<file path="src/rtl/mbus_pkg.sv">
package mbus_pkg;

    localparam int NUM_REGS = 3;
    localparam int SEL_W    = $clog2(NUM_REGS + 1);

    typedef enum logic [SEL_W-1:0] {
        SRC_REG0  = 2'd0,
        SRC_REG1  = 2'd1,
        SRC_REG2  = 2'd2,
        SRC_NONE  = 2'd3
    } src_sel_e;

endpackage

</file>
<file path="src/rtl/mbus_src_mux.sv">
module mbus_src_mux
    import mbus_pkg::*;
#(
    parameter int DATA_W = 8
) (
    input  logic [SEL_W-1:0]                 sel_i,
    input  logic [NUM_REGS-1:0][DATA_W-1:0]  regs_i,
    output logic [DATA_W-1:0]                bus_o,
    output logic                             valid_o
);

    logic [NUM_REGS-1:0]             hit;
    logic [NUM_REGS-1:0][DATA_W-1:0] gated;

    for (genvar g = 0; g < NUM_REGS; g++) begin : g_src
        assign hit[g]   = (sel_i == SEL_W'(g));
        assign gated[g] = regs_i[g] & {DATA_W{hit[g]}};
    end

    always_comb begin
        bus_o = '0;
        for (int i = 0; i < NUM_REGS; i++) begin
            bus_o = bus_o | gated[i];
        end
    end

    assign valid_o = |hit;

endmodule

</file>
<file path="src/rtl/mbus_load_ctrl.sv">
module mbus_load_ctrl
    import mbus_pkg::*;
(
    input  logic [NUM_REGS-1:0] load_i,
    input  logic                src_valid_i,
    input  logic                wr_en_i,
    input  logic [SEL_W-1:0]    wr_idx_i,
    output logic [NUM_REGS-1:0] bus_ld_o,
    output logic [NUM_REGS-1:0] wr_ld_o
);

    for (genvar g = 0; g < NUM_REGS; g++) begin : g_ld
        assign wr_ld_o[g]  = wr_en_i && (wr_idx_i == SEL_W'(g));
        assign bus_ld_o[g] = load_i[g] && src_valid_i && !wr_ld_o[g];
    end

endmodule

</file>
<file path="src/rtl/mbus_reg_bank.sv">
module mbus_reg_bank
    import mbus_pkg::*;
#(
    parameter int DATA_W = 8
) (
    input  logic                             clk_i,
    input  logic                             rst_i,
    input  logic [NUM_REGS-1:0]              bus_ld_i,
    input  logic [NUM_REGS-1:0]              wr_ld_i,
    input  logic [DATA_W-1:0]                bus_i,
    input  logic [DATA_W-1:0]                wr_data_i,
    output logic [NUM_REGS-1:0][DATA_W-1:0]  regs_o
);

    typedef struct packed {
        logic [NUM_REGS-1:0][DATA_W-1:0] regs;
    } bank_t;

    bank_t state_d, state_q;

    always_comb begin
        state_d = state_q;
        for (int i = 0; i < NUM_REGS; i++) begin
            if (wr_ld_i[i]) begin
                state_d.regs[i] = wr_data_i;
            end else if (bus_ld_i[i]) begin
                state_d.regs[i] = bus_i;
            end
        end
        if (rst_i) begin
            state_d = '0;
        end
    end

    always_ff @(posedge clk_i) begin
        state_q <= state_d;
    end

    assign regs_o = state_q.regs;

    p_reset_clear_r7: assert property (@(posedge clk_i)
        rst_i |=> (regs_o == '0));

    for (genvar g = 0; g < NUM_REGS; g++) begin : g_chk
        p_hold_idle_r3: assert property (@(posedge clk_i) disable iff (rst_i)
            (!bus_ld_i[g] && !wr_ld_i[g]) |=> $stable(regs_o[g]));

        p_capture_bus_r2: assert property (@(posedge clk_i) disable iff (rst_i)
            bus_ld_i[g] |=> (regs_o[g] == $past(bus_i)));

        p_direct_write_r8: assert property (@(posedge clk_i) disable iff (rst_i)
            wr_ld_i[g] |=> (regs_o[g] == $past(wr_data_i)));
    end

endmodule

</file>
<file path="src/rtl/mbus_transfer.sv">
module mbus_transfer
    import mbus_pkg::*;
#(
    parameter int DATA_W = 8
) (
    input  logic                             clk_i,
    input  logic                             rst_i,
    input  logic [SEL_W-1:0]                 sel_i,
    input  logic [NUM_REGS-1:0]              load_i,
    input  logic                             wr_en_i,
    input  logic [SEL_W-1:0]                 wr_idx_i,
    input  logic [DATA_W-1:0]                wr_data_i,
    output logic [NUM_REGS-1:0][DATA_W-1:0]  regs_o,
    output logic [DATA_W-1:0]                bus_o,
    output logic                             sel_err_o
);

    logic                             src_valid;
    logic [NUM_REGS-1:0]              bus_ld;
    logic [NUM_REGS-1:0]              wr_ld;
    logic [NUM_REGS-1:0][DATA_W-1:0]  regs_q;
    logic [DATA_W-1:0]                bus_d;

    mbus_src_mux #(.DATA_W(DATA_W)) u_mux (
        .sel_i   (sel_i),
        .regs_i  (regs_q),
        .bus_o   (bus_d),
        .valid_o (src_valid)
    );

    mbus_load_ctrl u_ctrl (
        .load_i      (load_i),
        .src_valid_i (src_valid),
        .wr_en_i     (wr_en_i),
        .wr_idx_i    (wr_idx_i),
        .bus_ld_o    (bus_ld),
        .wr_ld_o     (wr_ld)
    );

    mbus_reg_bank #(.DATA_W(DATA_W)) u_bank (
        .clk_i     (clk_i),
        .rst_i     (rst_i),
        .bus_ld_i  (bus_ld),
        .wr_ld_i   (wr_ld),
        .bus_i     (bus_d),
        .wr_data_i (wr_data_i),
        .regs_o    (regs_q)
    );

    assign regs_o    = regs_q;
    assign bus_o     = bus_d;
    assign sel_err_o = !src_valid;

    p_bus_source_r1: assert property (@(posedge clk_i) disable iff (rst_i)
        (sel_i != SRC_NONE) |-> (bus_o == regs_o[sel_i]));

    p_invalid_zero_r5: assert property (@(posedge clk_i) disable iff (rst_i)
        (sel_i == SRC_NONE) |-> (bus_o == '0 && sel_err_o));

    p_invalid_freeze_r5: assert property (@(posedge clk_i) disable iff (rst_i)
        (sel_i == SRC_NONE && !wr_en_i) |=> $stable(regs_o));

    p_err_low_valid_r6: assert property (@(posedge clk_i) disable iff (rst_i)
        (sel_i != SRC_NONE) |-> !sel_err_o);

endmodule

</file>
<file path="config.mk">
export PLATFORM = sky130hd
export DESIGN_NAME = mbus_transfer
export DESIGN_NICKNAME = d
export VERILOG_FILES = /design/src/rtl/mbus_pkg.sv /design/src/rtl/mbus_src_mux.sv /design/src/rtl/mbus_load_ctrl.sv /design/src/rtl/mbus_reg_bank.sv /design/src/rtl/mbus_transfer.sv
export SDC_FILE = /design/constraint.sdc
export NUM_CORES = 1
export LEC_CHECK = 0
export BUFFER_PORTS_ARGS = -buffer_cell sky130_fd_sc_hd__buf_2
export CAP_MARGIN = 5
export CORE_MARGIN = 4
export CORE_UTILIZATION = 49
export CTS_BUF_LIST = sky130_fd_sc_hd__clkbuf_2 sky130_fd_sc_hd__clkbuf_4 sky130_fd_sc_hd__clkbuf_8
export CTS_CLUSTER_SIZE = 30
export DETAILED_ROUTE_END_ITERATION = 10
export GPL_ROUTABILITY_DRIVEN = 0
export MAX_ROUTING_LAYER = met4
export PLACE_DENSITY = 0.81
export SYNTH_ARGS = -nofsm -noshare
export SYNTH_HDL_FRONTEND = slang
export SYNTH_SLANG_ARGS = --single-unit
export TNS_END_PERCENT = 1
</file>
<file path="constraint.sdc">
create_clock -name clk_i -period 1.5 [get_ports clk_i]
set_clock_uncertainty 0.05 [all_clocks]
set_input_delay 0.15 -clock clk_i [delete_from_list [all_inputs] [get_ports clk_i]]
set_output_delay 0.15 -clock clk_i [all_outputs]
set_load 0.02 [all_outputs]
</file>
; ---- After elaboration in Yosys (flattened, before gate mapping)
; Cells that the tools add are included.
[totals]
ff_bits = 24
out_inout_bits = 33
wordCells = 37
[op_classes]
eq_ne = 4
muxes = 6
n_bitwise = 5
n_reduce_logical = 19
[op_table]
columns = operator, n
row1 = $mux W8, 6
row2 = $and A8 B8 Y8, 3
row3 = $or A8 B8 Y8, 2
row4 = $logic_and A1 B1 Y1, 9
row5 = $reduce_bool A2 Y1, 3
row6 = $eq A2 B1 Y1 const B, 2
row7 = $eq A2 B2 Y1 const B, 2
row8 = $logic_not A1 Y1, 4
row9 = $logic_not A2 Y1, 2
row10 = $reduce_or A3 Y1, 1

; ---- Logic depth before layout (Yosys ltp)
[depth]
depth_word = 6
ltp_mapped = 5
mapped_depth_nobuf = 3

; ---- Hierarchy
; Synthesis repeated with hierarchy kept, for this count alone.
[hier_totals]
hier_cells = 135
area_unflattened_um2 = 1370.1
[by_module_without_submodules]
columns = mod, n_inst, cells_per_inst, area_per_inst_um2, seq_area_each_um2
row1 = mbus_reg_bank, 1, 104, 1106.1, 480.5
row2 = mbus_src_mux, 1, 21, 205.2, 0.0
row3 = mbus_load_ctrl, 1, 9, 55.1, 0.0
row4 = mbus_transfer, 1, 1, 3.8, 0.0

; ---- Worst setup path after synthesis
; Ideal clock, no wire load.
[synth_path]
kind = reg2reg
start = register u_bank.state_q, in the netlist u_bank.regs_o[16]
end = register u_bank.state_q, in the netlist u_bank.regs_o[0]
setup_time_ps = 61
arrival_time_ps = 1260
path_slack_ps = 129
path_stages_with_launch = 4
n_path_buf = 0
path_cell_list = dfxtp_1 > mux2i_1 > o2bb2ai_1 > a221o_1
[synth_between]
elab_chain_len = 4
[synth_rtl]
columns = element, line_no
row1 = from (decl), mbus_reg_bank.sv:19  ; bank_t state_d, state_q;
row2 = from (signal assigned), mbus_reg_bank.sv:36  ; state_q <= state_d;
row3 = $and A8 B8 Y8, mbus_src_mux.sv:17  ; assign gated[g] = regs_i[g] & {DATA_W{hit[g]}};
row4 = $or A8 B8 Y8, mbus_src_mux.sv:23  ; bus_o = bus_o | gated[i];
row5 = net bus_o[0], mbus_transfer.sv:14  ; output logic [DATA_W-1:0] bus_o,
row6 = $mux W8, mbus_reg_bank.sv:26  ; end else if (bus_ld_i[i]) begin
row7 = $mux W8, mbus_reg_bank.sv:24  ; if (wr_ld_i[i]) begin
; The timed path passes the listed nets, and every way through them passes these cells. The select of a mux whose other input is x is not followed.
; A chain may end at the register's enable or synchronous reset.

; ---- Worst setup path after layout
[layout_path]
start = register u_bank.state_q, in the netlist u_bank.regs_o[19]
end = output port bus_o[3]
[layout_between]
elab_chain_len = 2
[layout_rtl]
columns = element, line_no
row1 = $and A8 B8 Y8, mbus_src_mux.sv:17
row2 = $or A8 B8 Y8, mbus_src_mux.sv:23
row3 = to (decl), mbus_transfer.sv:14
; No other way between the ends.

==> results.cfg <==
[run_status]
status = finished, final reports clean

[place]
placed_cell_area_sq_um = 1530
port_buffers = 50
hpwl_mm = 2.75

[timing]
report.final.slew_viol_count = 0
rsz0062_at_grt = false
timing.setup.tns_ns = 0
setup_violations = 0
max_freq_mhz = 698
max-slew-margin-rel_pct = 72.3
timing.final.crit_share_pct = 95.5
timing.final.hold_violations = 0
worstMarginPinSlew_ns = 0.415
fin_crit_ns = 1.43

[critical_path]
crit_required_ns = 1.30
startpoint = u_bank.regs_o[19]
rrSetupSlack_ns = 0.22
r2r_end = u_bank.regs_o[7]
reg2regPathDepth = 4
path_max_fanout = 4
cp_slowest_cell = dfxtp_1
r2r_start = u_bank.regs_o[23]
endpoint = bus_o[3]
path_cells = mux2i_1 -> o2bb2ai_2 -> buf_2
setup.worst_path.end_class = output pin
critical_path.max_stage_delay_ns = 0.39
critPathKind = reg2out
worstPathArrival_ns = 1.23
critPathLaunchType = flip-flop

[power]
power.leakage_uw = 0.000782
power.internal_uw = 923
power_density_nw_per_um2 = 814
ir_worst_vdd_mv = 0.545
p_sw_uw = 408
clkPwrFrac_pct = 26.5
p_sw_share_pct = 30.7
sequentialPowerShare_pct = 51.4
p_comb_share_pct = 22.1

[clock_tree]
numCtsBuffers = 3
ctsHoldBuffers = 0
cts_tree = done
clock_path_buffers = 2
clk_pin_slew_worst_paths_ns = 0.14
clk_latency_ns = 0.32
cts_sinks = 24
htree_levels = 1
clockRootBuffer = clkbuf_4

[layout]
area_growth_pct = 33.6
drive_gt1_share_pct = 48.0
multi_input_area_sq_um = 741
n_antenna_cell = 0
fin_area_sq_um = 1640
seqCellArea_sq_um = 483
nFillCells = 180
layout.nets = 196
largest_reg_flops = 24

[synthesis]
seq_area_frac_synth_pct = 39.3
yosys_warnings = 0
ys_ff_latch = 24
synth_area_sq_um = 1220
avgSynthCellArea_sq_um = 10.1
yosysUniqueCellTypes = 20
synthesis.instances = 121
syn_nets = 139

[global_route]
grt_pass1_vias = 1270
overflow = 0
antenna_found_initial = 0
grt_max_degree = 14
grtUsageTotal_pct = 25.0
grt_pass1_wl_mm = 6.37

[routing]
wire_per_inst_microns = 19.5
vias = 1282
first_pass_iters = 4
drt-total-wl_mm = 4.00
routed_via_density = 6.25
ant_nets = 0
drc = 0
first_iter_violations = 57

[die]
fp.dieW_microns = 58.0
initial_core_util_pct = 53.3
die-area_sq_um = 3360
io_pins = 51
num_rows = 17
core-area_sq_um = 2300
die_h_microns = 58.0

[worst_hold_path]
hold_depth = 4
hold_path_class = in2reg

[flow_run]
cap_violations = 0
[worst max-delay path: cells and delay by family, from the launching register on]
family	cells	cell delay, ns
muxes	1	0.10
DFF	1	0.39
AOI/OAI and AO/OA	1	0.22
buffers and inverters	1	0.21
[cell usage after synthesis, drive strengths merged]
| library cell | n | share of area (%) |
|---|---|---|
| dfxtp | 24 | 39 |
| a221oi | 3 | 6.4 |
| o2bb2ai | 8 | 5.7 |
| or3b | 2 | 1.4 |
| a21oi | 1 | 0.41 |
| clkbuf | 2 | 0.61 |
| nor2b | 2 | 1.0 |
| or3 | 1 | 0.61 |
| buf | 5 | 2.5 |
| and2b | 1 | 0.72 |
| o311a | 3 | 3.6 |
| nor2 | 24 | 7.4 |
| a221o | 24 | 20 |
| inv | 4 | 1.2 |
| mux2i | 8 | 6.5 |
| nand2 | 9 | 3.0 |
[layout by cell type, fill, tap and decap left out, types with 2 or more instances in the layout]
master	count
dfxtp_1	22
or3b_2	2
nor2b_1	2
buf_2	47
dfxtp_2	2
nand2_1	8
buf_4	12
nor2_1	24
inv_1	3
o311a_2	2
a221o_1	24
a221oi_4	3
clkbuf_4	3
mux2i_1	8
o2bb2ai_2	8
[layout make-up]
| class | instances | share of cell area, % |
|---|---|---|
| Multi-Input combinational cell | 86 | 45.3 |
| Tap cell | 28 | 2.14 |
| Sequential cell | 24 | 29.5 |
| Clock buffer | 4 | 2.22 |
| Timing Repair Buffer | 59 | 19.9 |
| Inverter | 4 | 0.918 |
[routing by layer]
| metal | global-route usage [%] | part of all wire [%] |
|---|---|---|
| met1 | 33.0 | 44 |
| met2 | 39.8 | 50 |
| met3 | 3.56 | 5.9 |
| met4 | 6.62 | 0.90 |
| met5 | - | 0 |
[power groups by stage]
stage	Sequential, uW	Combinational, uW	Clock [uW]
after floorplan	720	138	0
after global placement	694	272	0
after detailed placement	695	278	0
after CTS	682	285	342
after global routing	687	314	384
final	684	294	353
[logic make-up (layout without fill, tap and decap cells)]
family                 Yosys count  after routing  synth area share, %
AO/OA/AOI/OAI                   39             39                 35.8
buffers and inverters           11             67                 4.29
flip-flops                      24             24                 39.3
multiplexers                     8              8                 6.54
AND/OR/NAND/NOR                 39             39                 14.1
[how the worst min path moves through the flow]
stage / from / to
after global placement: u_bank.regs_o[15] / u_bank.regs_o[15]
after global routing: wr_data_i[4] / u_bank.regs_o[12]
final: wr_data_i[5] / u_bank.regs_o[21]
after detailed placement: u_bank.regs_o[8] / u_bank.regs_o[8]
after CTS: wr_data_i[2] / u_bank.regs_o[18]
after floorplan: wr_data_i[7] / u_bank.regs_o[15]
[what timing repair did]
| item | CTS | global route |
|---|---|---|
| resized for setup | 6 | 7 |
| pin swaps | 0 | 8 |
| endpoints found under the setup margin | 6 | 8 |
| endpoints found under the hold margin | 0 | 0 |
| setup buffers | 0 | 1 |
[metrics by stage]
step / util, % / hold slack (ns) / worst slack, ns / total power, uW / cells
floorplan: - / 0.367 / 0.129 / 858 / 121
global placement: 66.7 / 0.442 / 0.147 / 966 / 200
detailed placement: 66.7 / 0.449 / 0.105 / 973 / 200
CTS: 69.9 / 0.151 / 0.00338 / 1310 / 204
global route: 71.2 / 0.159 / 0.00268 / 1380 / 205
finish: 71.2 / 0.149 / 0.0673 / 1330 / 205
Note: power is estimated with default switching activity, not from simulation.
